File: src/rtl/pipe_pkg.sv
package pipe_pkg;
    // Execute-stage control states.
    typedef enum logic {
        ST_FLOW = 1'b0,  // execute finishes its token this cycle, or is empty
        ST_HOLD = 1'b1   // a multi-cycle token still has cycles to run
    } exec_state_t;
endpackage

File: src/rtl/pipe_buf.sv
// One pipeline buffer: a valid bit plus a payload, frozen while hold is high.
module pipe_buf #(
    parameter int W = 8
) (
    input  logic         clk,
    input  logic         rst_n,
    input  logic         hold,
    input  logic         ld_valid,
    input  logic [W-1:0] ld_data,
    output logic         q_valid,
    output logic [W-1:0] q_data
);
    always_ff @(posedge clk or negedge rst_n) begin
        if (!rst_n) begin
            q_valid <= 1'b0;
            q_data  <= '0;
        end else if (!hold) begin
            q_valid <= ld_valid;
            q_data  <= ld_data;
        end
    end
endmodule

File: src/rtl/exec_ctrl.sv
// Execute-stage state machine with its down-counter of remaining cycles.
module exec_ctrl
    import pipe_pkg::*;
#(
    parameter int LAT_W = 3
) (
    input  logic             clk,
    input  logic             rst_n,
    input  logic             enter,      // a token moves into execute at this edge
    input  logic [LAT_W-1:0] enter_lat,  // its execute latency
    output logic             busy
);
    localparam logic [LAT_W-1:0] ONE = LAT_W'(1);

    exec_state_t      st, st_n;
    logic [LAT_W-1:0] cnt, cnt_n;

    // State register.
    always_ff @(posedge clk or negedge rst_n) begin
        if (!rst_n) begin
            st  <= ST_FLOW;
            cnt <= '0;
        end else begin
            st  <= st_n;
            cnt <= cnt_n;
        end
    end

    // Next state and counter.
    always_comb begin
        st_n  = st;
        cnt_n = cnt;
        unique case (st)
            ST_FLOW: begin
                // enter_long
                if (enter && (enter_lat > ONE)) begin
                    st_n  = ST_HOLD;
                    cnt_n = enter_lat - ONE;
                end
            end
            ST_HOLD: begin
                // count, or finish once the counter reaches one
                cnt_n = cnt - ONE;
                if (cnt == ONE) st_n = ST_FLOW;
            end
            default: st_n = ST_FLOW;
        endcase
    end

    // Outputs.
    always_comb begin
        busy = (st == ST_HOLD);
    end
endmodule

File: src/rtl/pipe_stall_ctrl.sv
// Stall controller for a fetch/decode/execute/write pipeline.
module pipe_stall_ctrl #(
    parameter int ID_W  = 4,
    parameter int LAT_W = 3
) (
    input  logic             clk,
    input  logic             rst_n,
    input  logic             in_valid,
    input  logic [ID_W-1:0]  in_id,
    input  logic [LAT_W-1:0] in_lat,
    output logic             in_ready,
    output logic             hold_fd,
    output logic             hold_de,
    output logic             exec_busy,
    output logic             ret_valid,
    output logic [ID_W-1:0]  ret_id
);
    localparam int TOK_W = ID_W + LAT_W;

    logic             b1_valid, b2_valid;
    logic [TOK_W-1:0] b1_q, b2_q;
    logic [ID_W-1:0]  b2_id;
    logic [LAT_W-1:0] b1_lat, b2_lat;
    logic             busy;

    assign b1_lat = b1_q[TOK_W-1:ID_W];
    assign b2_lat = b2_q[TOK_W-1:ID_W];
    assign b2_id  = b2_q[ID_W-1:0];

    // Fetch into the fetch-to-decode buffer; frozen while execute is busy.
    pipe_buf #(.W(TOK_W)) u_b1 (
        .clk(clk), .rst_n(rst_n), .hold(busy),
        .ld_valid(in_valid), .ld_data({in_lat, in_id}),
        .q_valid(b1_valid), .q_data(b1_q)
    );

    // Decode into the decode-to-execute buffer; kept intact until execute finishes.
    pipe_buf #(.W(TOK_W)) u_b2 (
        .clk(clk), .rst_n(rst_n), .hold(busy),
        .ld_valid(b1_valid), .ld_data(b1_q),
        .q_valid(b2_valid), .q_data(b2_q)
    );

    // Execute into the execute-to-write buffer; a cleared valid bit is a bubble.
    pipe_buf #(.W(ID_W)) u_b3 (
        .clk(clk), .rst_n(rst_n), .hold(1'b0),
        .ld_valid(b2_valid && !busy), .ld_data(b2_id),
        .q_valid(ret_valid), .q_data(ret_id)
    );

    exec_ctrl #(.LAT_W(LAT_W)) u_exec (
        .clk(clk), .rst_n(rst_n),
        .enter(b1_valid && !busy), .enter_lat(b1_lat),
        .busy(busy)
    );

    assign in_ready  = !busy;
    assign hold_fd   = busy;
    assign hold_de   = busy;
    assign exec_busy = busy;
endmodule

File: config.mk
export PLATFORM = sky130hd
export DESIGN_NAME = pipe_stall_ctrl
export DESIGN_NICKNAME = d
export VERILOG_FILES = /design/src/rtl/pipe_pkg.sv /design/src/rtl/pipe_buf.sv /design/src/rtl/exec_ctrl.sv /design/src/rtl/pipe_stall_ctrl.sv
export SDC_FILE = /design/constraint.sdc
export NUM_CORES = 1
export LEC_CHECK = 0
export BUFFER_PORTS_ARGS = -buffer_cell sky130_fd_sc_hd__clkbuf_2
export CAP_MARGIN = 0
export CORE_MARGIN = 5
export CORE_UTILIZATION = 30
export DETAILED_ROUTE_END_ITERATION = 7
export HOLD_SLACK_MARGIN = 0.05
export PLACE_DENSITY = 0.51
export SYNTH_ARGS = -nofsm -noshare
export SYNTH_HDL_FRONTEND = slang
export SYNTH_SLANG_ARGS = --single-unit
File: constraint.sdc
create_clock -name clk -period 1.4 [get_ports clk]
set_input_delay 0.35 -clock clk [delete_from_list [all_inputs] [get_ports clk]]
set_output_delay 0.35 -clock clk [all_outputs]
set_load 0.02 [all_outputs]
==> results of run 1 <==
-- power by group through the flow --
stage	clock network [mW]	logic (mW)	registers, mW
2_1_floorplan	0	0.782	1.21
3_3_place_gp	0	1.11	1.15
3_5_place_dp	0	1.12	1.17
4_1_cts	0.498	1.18	1.14
5_1_grt	0.522	1.35	1.20
6_report	0.488	1.22	1.15
-- sequential cells by signal, summed over array words and instances, names as in the netlist --
signal,flops
u_b2.q_valid,1
u_b3.q_valid,1
u_b1.q_data,7
u_exec.cnt,3
u_b2.q_data,4
u_b3.q_data,4
u_b1.q_valid,1
u_exec.busy,1
-- layout by cell type, fill, tap and decap left out, drive strengths merged, types with 2 or more instances in the layout --
cell type / instances
dfrtp: 22
clkbuf: 17
mux2: 13
buf: 10
inv: 6
a31oi: 4
ha: 4
xnor2: 2
a41o: 2
o22ai: 2
-- metrics by stage --
step | hold slack [ps] | worst slack [ps] | TNS (ps) | util (%)
floorplan | 54.4 | 21.1 | 0 | -
global placement | 355 | 82.4 | 0 | 35.4
detailed placement | 360 | 55.2 | 0 | 35.4
CTS | 256 | -1.60 | -3.28 | 38.1
global route | 258 | -17.3 | -49.3 | 39.0
finish | 259 | 32.3 | 0 | 39.0
-- cell type report --
cell class	instances	area share, %
clock buffer	3	1.90
multi-input combinational	34	27.7
inverter	6	2.12
clock inverter	1	2.54
sequential	22	46.7
timing repair buffer	25	14.4
tap	44	4.66
-- routing by layer --
layer  vias to the layer above  wire (um)  part of all wire (%)  GRT usage, %
met3                         2         49                   3.1          1.02
met5                         -          0                     0             0
li1                        281          -                     -             -
met4                         0         31                   2.0          6.22
met1                       278        678                    43          9.97
met2                         9        815                    52          13.8
-- worst max-delay path by stage --
| stage | slack, ps | cells past startpoint | to |
|---|---|---|---|
| final | 30 | 2 | hold_fd |
| after global routing | -20 | 2 | hold_fd |
| after CTS | -2 | 2 | hold_fd |
| after detailed placement | 60 | 3 | u_exec.cnt[0] |
| after global placement | 80 | 3 | u_exec.cnt[0] |
| after floorplan | 20 | 2 | in_ready |
-- cells by family (layout without fill, tap and decap cells) --
kind of cell    Yosys count  in the layout  share of synthesized area [%]
compound gates           10             10                           8.57
xor+xnor                  2              2                           1.87
fa+ha+maj                 4              4                           5.35
buf+inv                  12             35                           6.56
flops                    22             22                           58.9
mux                      13             13                           15.7
simple gates              5              5                           3.08
-- timing repair --
item	in CTS	in global routing
setup buffers	2	0
endpoints found under the setup margin	1	5
gates cloned	0	0
endpoints found under the hold margin	22	0
gates resized for setup	3	13
hold buffers	1	0
==> flow_summary_export.csv, run 1 <==
group,metric,value,unit
status,run_status,"finished, final reports clean",
die,die_h,65.8,um
place,dp.cells,128,
die,pin_count,19,
setup_path,cp.arrival,1020,ps
place,hpwlAfterDp,1120,um
sta,setup_violations,0,
clocking,cts_root_buf,"clkbuf_4",
power_and_ir_drop,p_int,1.90,mW
logic_synthesis,synth_edf_count,0,
cells_and_area,layout.cell_area.non_filler,1180,um2
global_routing,grt_pass1_vias,627,
global_routing,grt_pass1_wl,2700,um
sta,finClkSkew,7.31,ps
place,port_buffers,18,
setup_path,worstPathCellList,"buf_6 > buf_6",
logic_synthesis,syn_nets,82,
clocking,cts_buffers,3,
logic_synthesis,ys_seq_elements,22,
setup_path,max_stage_delay,460,ps
sta,tightest_slew,544,ps
hold_path,hold_depth,2,
logic_synthesis,synth.top_cells.by_count,"dfrtp_1, mux2_2, inv_1",
logic_synthesis,syn_inst,68,
logic_synthesis,synth_most_common_cell,"dfrtp_1",
detailed_routing,antenna_left,0,
cells_and_area,layout.cells.non_filler,135,
global_routing,gr-total-overflow,0,
setup_path,regToRegStartpoint,"u_b1.q_data[4]",
hold_path,worstHoldPathType,"primary input to flip-flop",
setup_path,r2r_end,"u_exec.cnt[0]",
detailed_routing,wl_per_cell,11.7,um
setup_path,path_delay_family,"flip-flops",
logic_synthesis,synth_cell_type_count,19,
sta,rsz0062_at_grt,"yes",
power_and_ir_drop,p_sw_share,33.5,%
logic_synthesis,synthFlopType,"dfrtp_1",
die,chipWidth,65.8,um
power_and_ir_drop,total_power,2.86,mW
detailed_routing,first_pass_iters,3,
detailed_routing,wl,1570,um
setup_path,required,1050,ps
hold_path,hold_path.startpoint,"in_id[2]",
logic_synthesis,synth_top_cell_by_area,"dfrtp_1",
die,dieArea,4330,um2
clocking,ctsLongestPathBuffers,2,
logic_synthesis,synth_area,935,um2
sta,hold_violations,0,
hold_path,hold_end,"u_b1.q_data[2]",
sta,slew_headroom,63.7,%
clocking,cts_tree,"built",
cells_and_area,nNetsFinal,106,
cells_and_area,area_delta_synth_final,26.5,%
logic_synthesis,synth_top_area_share,58.9,%
setup_path,worst-r2r-cell-count,5,
logic_synthesis,async_flop_share,100,%
setup_path,worstSetupPathType,"flip-flop to output port",
clocking,clk-insertion-delay-late,310,ps
setup_path,r2r_slack,60,ps
sta,post-route-min-period,1370,ps
power_and_ir_drop,share_seq_of_total_power,40.1,%
global_routing,grt_max_degree,23,
logic_synthesis,avgSynthCellArea,13.7,um2
place,gp_congestion,0.700,
clocking,cts.sinks,22,
logic_synthesis,synth_warnings,0,
setup_path,slowest_stage,"dfrtp_2",
power_and_ir_drop,p_sw,957,uW
detailed_routing,viasPerCell,4.22,
detailed_routing,drc_errors,0,
setup_path,crit_top_cell,"buf_6",
setup_path,crit_fanout,3,
clocking,clk_pin_slew,130,ps
setup_path,crit_path_start,"u_exec.busy",
cells_and_area,seqCellArea,552,um2
global_routing,antenna_found_initial,0,
power_and_ir_drop,irDropWorstVdd,0.000699,V
sta,slew_viol_final,0,
sta,fmax,731,MHz
die,start_util,30.9,%
sta,min_period_over_period,97.7,%
cells_and_area,multi_input_area,328,um2
detailed_routing,drtIter0Drc,4,
clocking,cts-htree-levels,1,
cells_and_area,fillers,298,
power_and_ir_drop,p_clk_share,17.1,%
global_routing,grt_usage,8.39,%
cells_and_area,drive_gt1_share,49.5,%
die,row_count,20,
cells_and_area,num_antenna_cells,0,
setup_path,path_buf_inv,2,
setup_path,critPathLaunchType,"flip-flop",
power_and_ir_drop,combinationalPowerShare,42.8,%
logic_synthesis,ys_top_cells_by_area,"dfrtp_1, mux2_2, ha_1, a31oi_1, inv_1",
setup_path,end_kind,"output port",
die,core,3030,um2
power_and_ir_drop,cellLeakagePower,0.551,nW
flow_run,drv_cap,0,
logic_synthesis,seq_area_frac_synth,58.9,%
detailed_routing,vias,570,
power_and_ir_drop,powerDensity,2420,nW/um2
place,post_dp_cell_area,1070,um2
Note: power is estimated with default switching activity, not from simulation.
==> run 2, diff against run 1 <==
Settings changed: MAX_ROUTING_LAYER from default to met4.
==> run 2 against run 1 <==
  * Worst hold slack about the same
  * Fmax about the same
  * Largest power group unchanged
  * Highest routed layer unchanged
  * Global-route usage grew 0.22 points
  * Total power barely moved
  * Critical path depth unchanged
  * First-iteration DRC count is the same
  * Cell count unchanged
==> flow_summary_export.csv, run 2 (synthesis gave the netlist of run 1 again) <==
group,metric,value,unit
setup_path,worstSetupPathType,"flip-flop to output port",
cells_and_area,drive_gt1_share,49.5,%
status,run_status,"finished, final reports clean",
cells_and_area,final_cell_mix,"dfrtp_1, clkbuf_2, mux2_2",
cells_and_area,num_antenna_cells,0,
global_routing,gr-total-overflow,0,
clocking,cts_root_buf,"clkbuf_4",
global_routing,antenna_found_initial,0,
place,hpwlAfterDp,1120,um
detailed_routing,first_pass_iters,3,
sta,setup_violations,0,
setup_path,required,1050,ps
flow_run,drv_cap,0,
detailed_routing,antenna_left,0,
clocking,cts_tree,"built",
hold_path,worstHoldPathType,"primary input to flip-flop",
cells_and_area,nNetsFinal,106,
sta,fmax,731,MHz
cells_and_area,layout_commonest_cell,"dfrtp_1",
power_and_ir_drop,p_sw_share,33.5,%
cells_and_area,fin_util,39.0,%
setup_path,regToRegStartpoint,"u_b1.q_data[4]",
sta,hold_violations,0,
power_and_ir_drop,total_power,2.86,mW
detailed_routing,viasPerCell,4.22,
global_routing,grt_pass1_vias,626,
detailed_routing,vias,570,
place,post_dp_cell_area,1070,um2
setup_path,r2r_slack,60,ps
setup_path,worst-r2r-cell-count,5,
place,port_buffers,18,
setup_path,cp.arrival,1020,ps
cells_and_area,layout.cells.non_filler,135,
global_routing,grt_usage,8.61,%
detailed_routing,drtIter0Drc,4,
global_routing,grt_pass1_wl,2700,um
sta,rsz0062_at_grt,"yes",
die,row_count,20,
setup_path,crit_fanout,3,
setup_path,r2r_end,"u_exec.cnt[0]",
clocking,ctsLongestPathBuffers,2,
detailed_routing,wl,1570,um
power_and_ir_drop,cellLeakagePower,0.551,nW
detailed_routing,wl_per_cell,11.7,um
hold_path,hold_end,"u_b1.q_data[2]",
cells_and_area,top_register,"u_b1.q_data",
power_and_ir_drop,irDropWorstVdd,0.000699,V
clocking,clk_pin_slew,130,ps
power_and_ir_drop,p_int,1.90,mW
power_and_ir_drop,p_sw,957,uW
sta,post-route-min-period,1370,ps
setup_path,end_kind,"output port",
sta,tightest_slew,544,ps
cells_and_area,top_regs,"u_b1.q_data x7, u_b2.q_data x4, u_b3.q_data x4",
die,pin_count,19,
power_and_ir_drop,powerDensity,2420,nW/um2
detailed_routing,drc_errors,0,
sta,slew_headroom,63.7,%
sta,slew_viol_final,0,
hold_path,hold_path.startpoint,"in_id[2]",
clocking,cts-htree-levels,1,
setup_path,critPathLaunchType,"flip-flop",
die,die_h,65.8,um
global_routing,grt_max_degree,23,
die,core,3030,um2
place,dp.cells,128,
die,dieArea,4330,um2
clocking,cts.sinks,22,
sta,min_period_over_period,97.7,%
sta,finClkSkew,7.30,ps
die,start_util,30.9,%
power_and_ir_drop,combinationalPowerShare,42.8,%
power_and_ir_drop,share_seq_of_total_power,40.1,%
clocking,clk-insertion-delay-late,310,ps
cells_and_area,largest_reg_flops,7,
clocking,cts_buffers,3,
die,chipWidth,65.8,um
cells_and_area,layout.cell_area.non_filler,1180,um2
cells_and_area,area_delta_synth_final,26.5,%
power_and_ir_drop,p_clk_share,17.1,%
place,gp_congestion,0.707,
hold_path,hold_depth,2,
[run 2: how the worst max path moves through the flow]
stage | startpoint | endpoint | slack (ps) | cells after the start
final | u_exec.busy | hold_fd | 30 | 2
after global routing | u_exec.busy | hold_fd | -20 | 2
after CTS | u_exec.busy | hold_fd | -2 | 2
after detailed placement | u_b1.q_data[4] | u_exec.cnt[0] | 60 | 3
after global placement | u_b1.q_data[4] | u_exec.cnt[0] | 80 | 3
after floorplan | u_exec.busy | in_ready | 20 | 2
[run 2: cell type report]
class                      instances  area [um2]
inverter                           6        25.0
sequential                        22         552
clock inverter                     1        30.0
clock buffer                       3        22.5
tap                               44        55.1
fill                             298        1850
timing repair buffer              25         170
multi-input combinational         34         328
[run 2: repair_timing]
item                                   CTS  global route
gates resized for setup                  3            13
setup endpoints to repair                1             5
endpoints found under the hold margin   22             0
setup buffers                            2             0
hold buffers                             1             0
gates cloned                             0             0
[run 2: per-layer routing]
layer	up-vias	GRT usage (%)	share of wire, %
li1	281	-	-
met1	278	9.97	43
met4	0	6.22	2.0
met2	9	13.8	52
met3	2	1.02	3.1
met5	-	-	0
[run 2: power groups by stage]
stage	Sequential [mW]	Combinational, mW	Clock (mW)
final	1.15	1.22	0.488
after detailed placement	1.17	1.12	0
after global placement	1.15	1.11	0
after global routing	1.20	1.35	0.522
after CTS	1.14	1.18	0.498
after floorplan	1.21	0.782	0
[run 2: critical path: stages, from the launching register on]
cell     delay [ps]
dfrtp_2         460
buf_6           130
buf_6           120
[run 2: metrics by stage]
step	setup WS, ps	setup TNS, ps	hold WS, ps
after floorplan	21.1	0	54.4
after global placement	82.4	0	355
after detailed placement	55.2	0	360
after CTS	-1.60	-3.28	256
after global routing	-17.3	-49.3	258
final	32.3	0	259
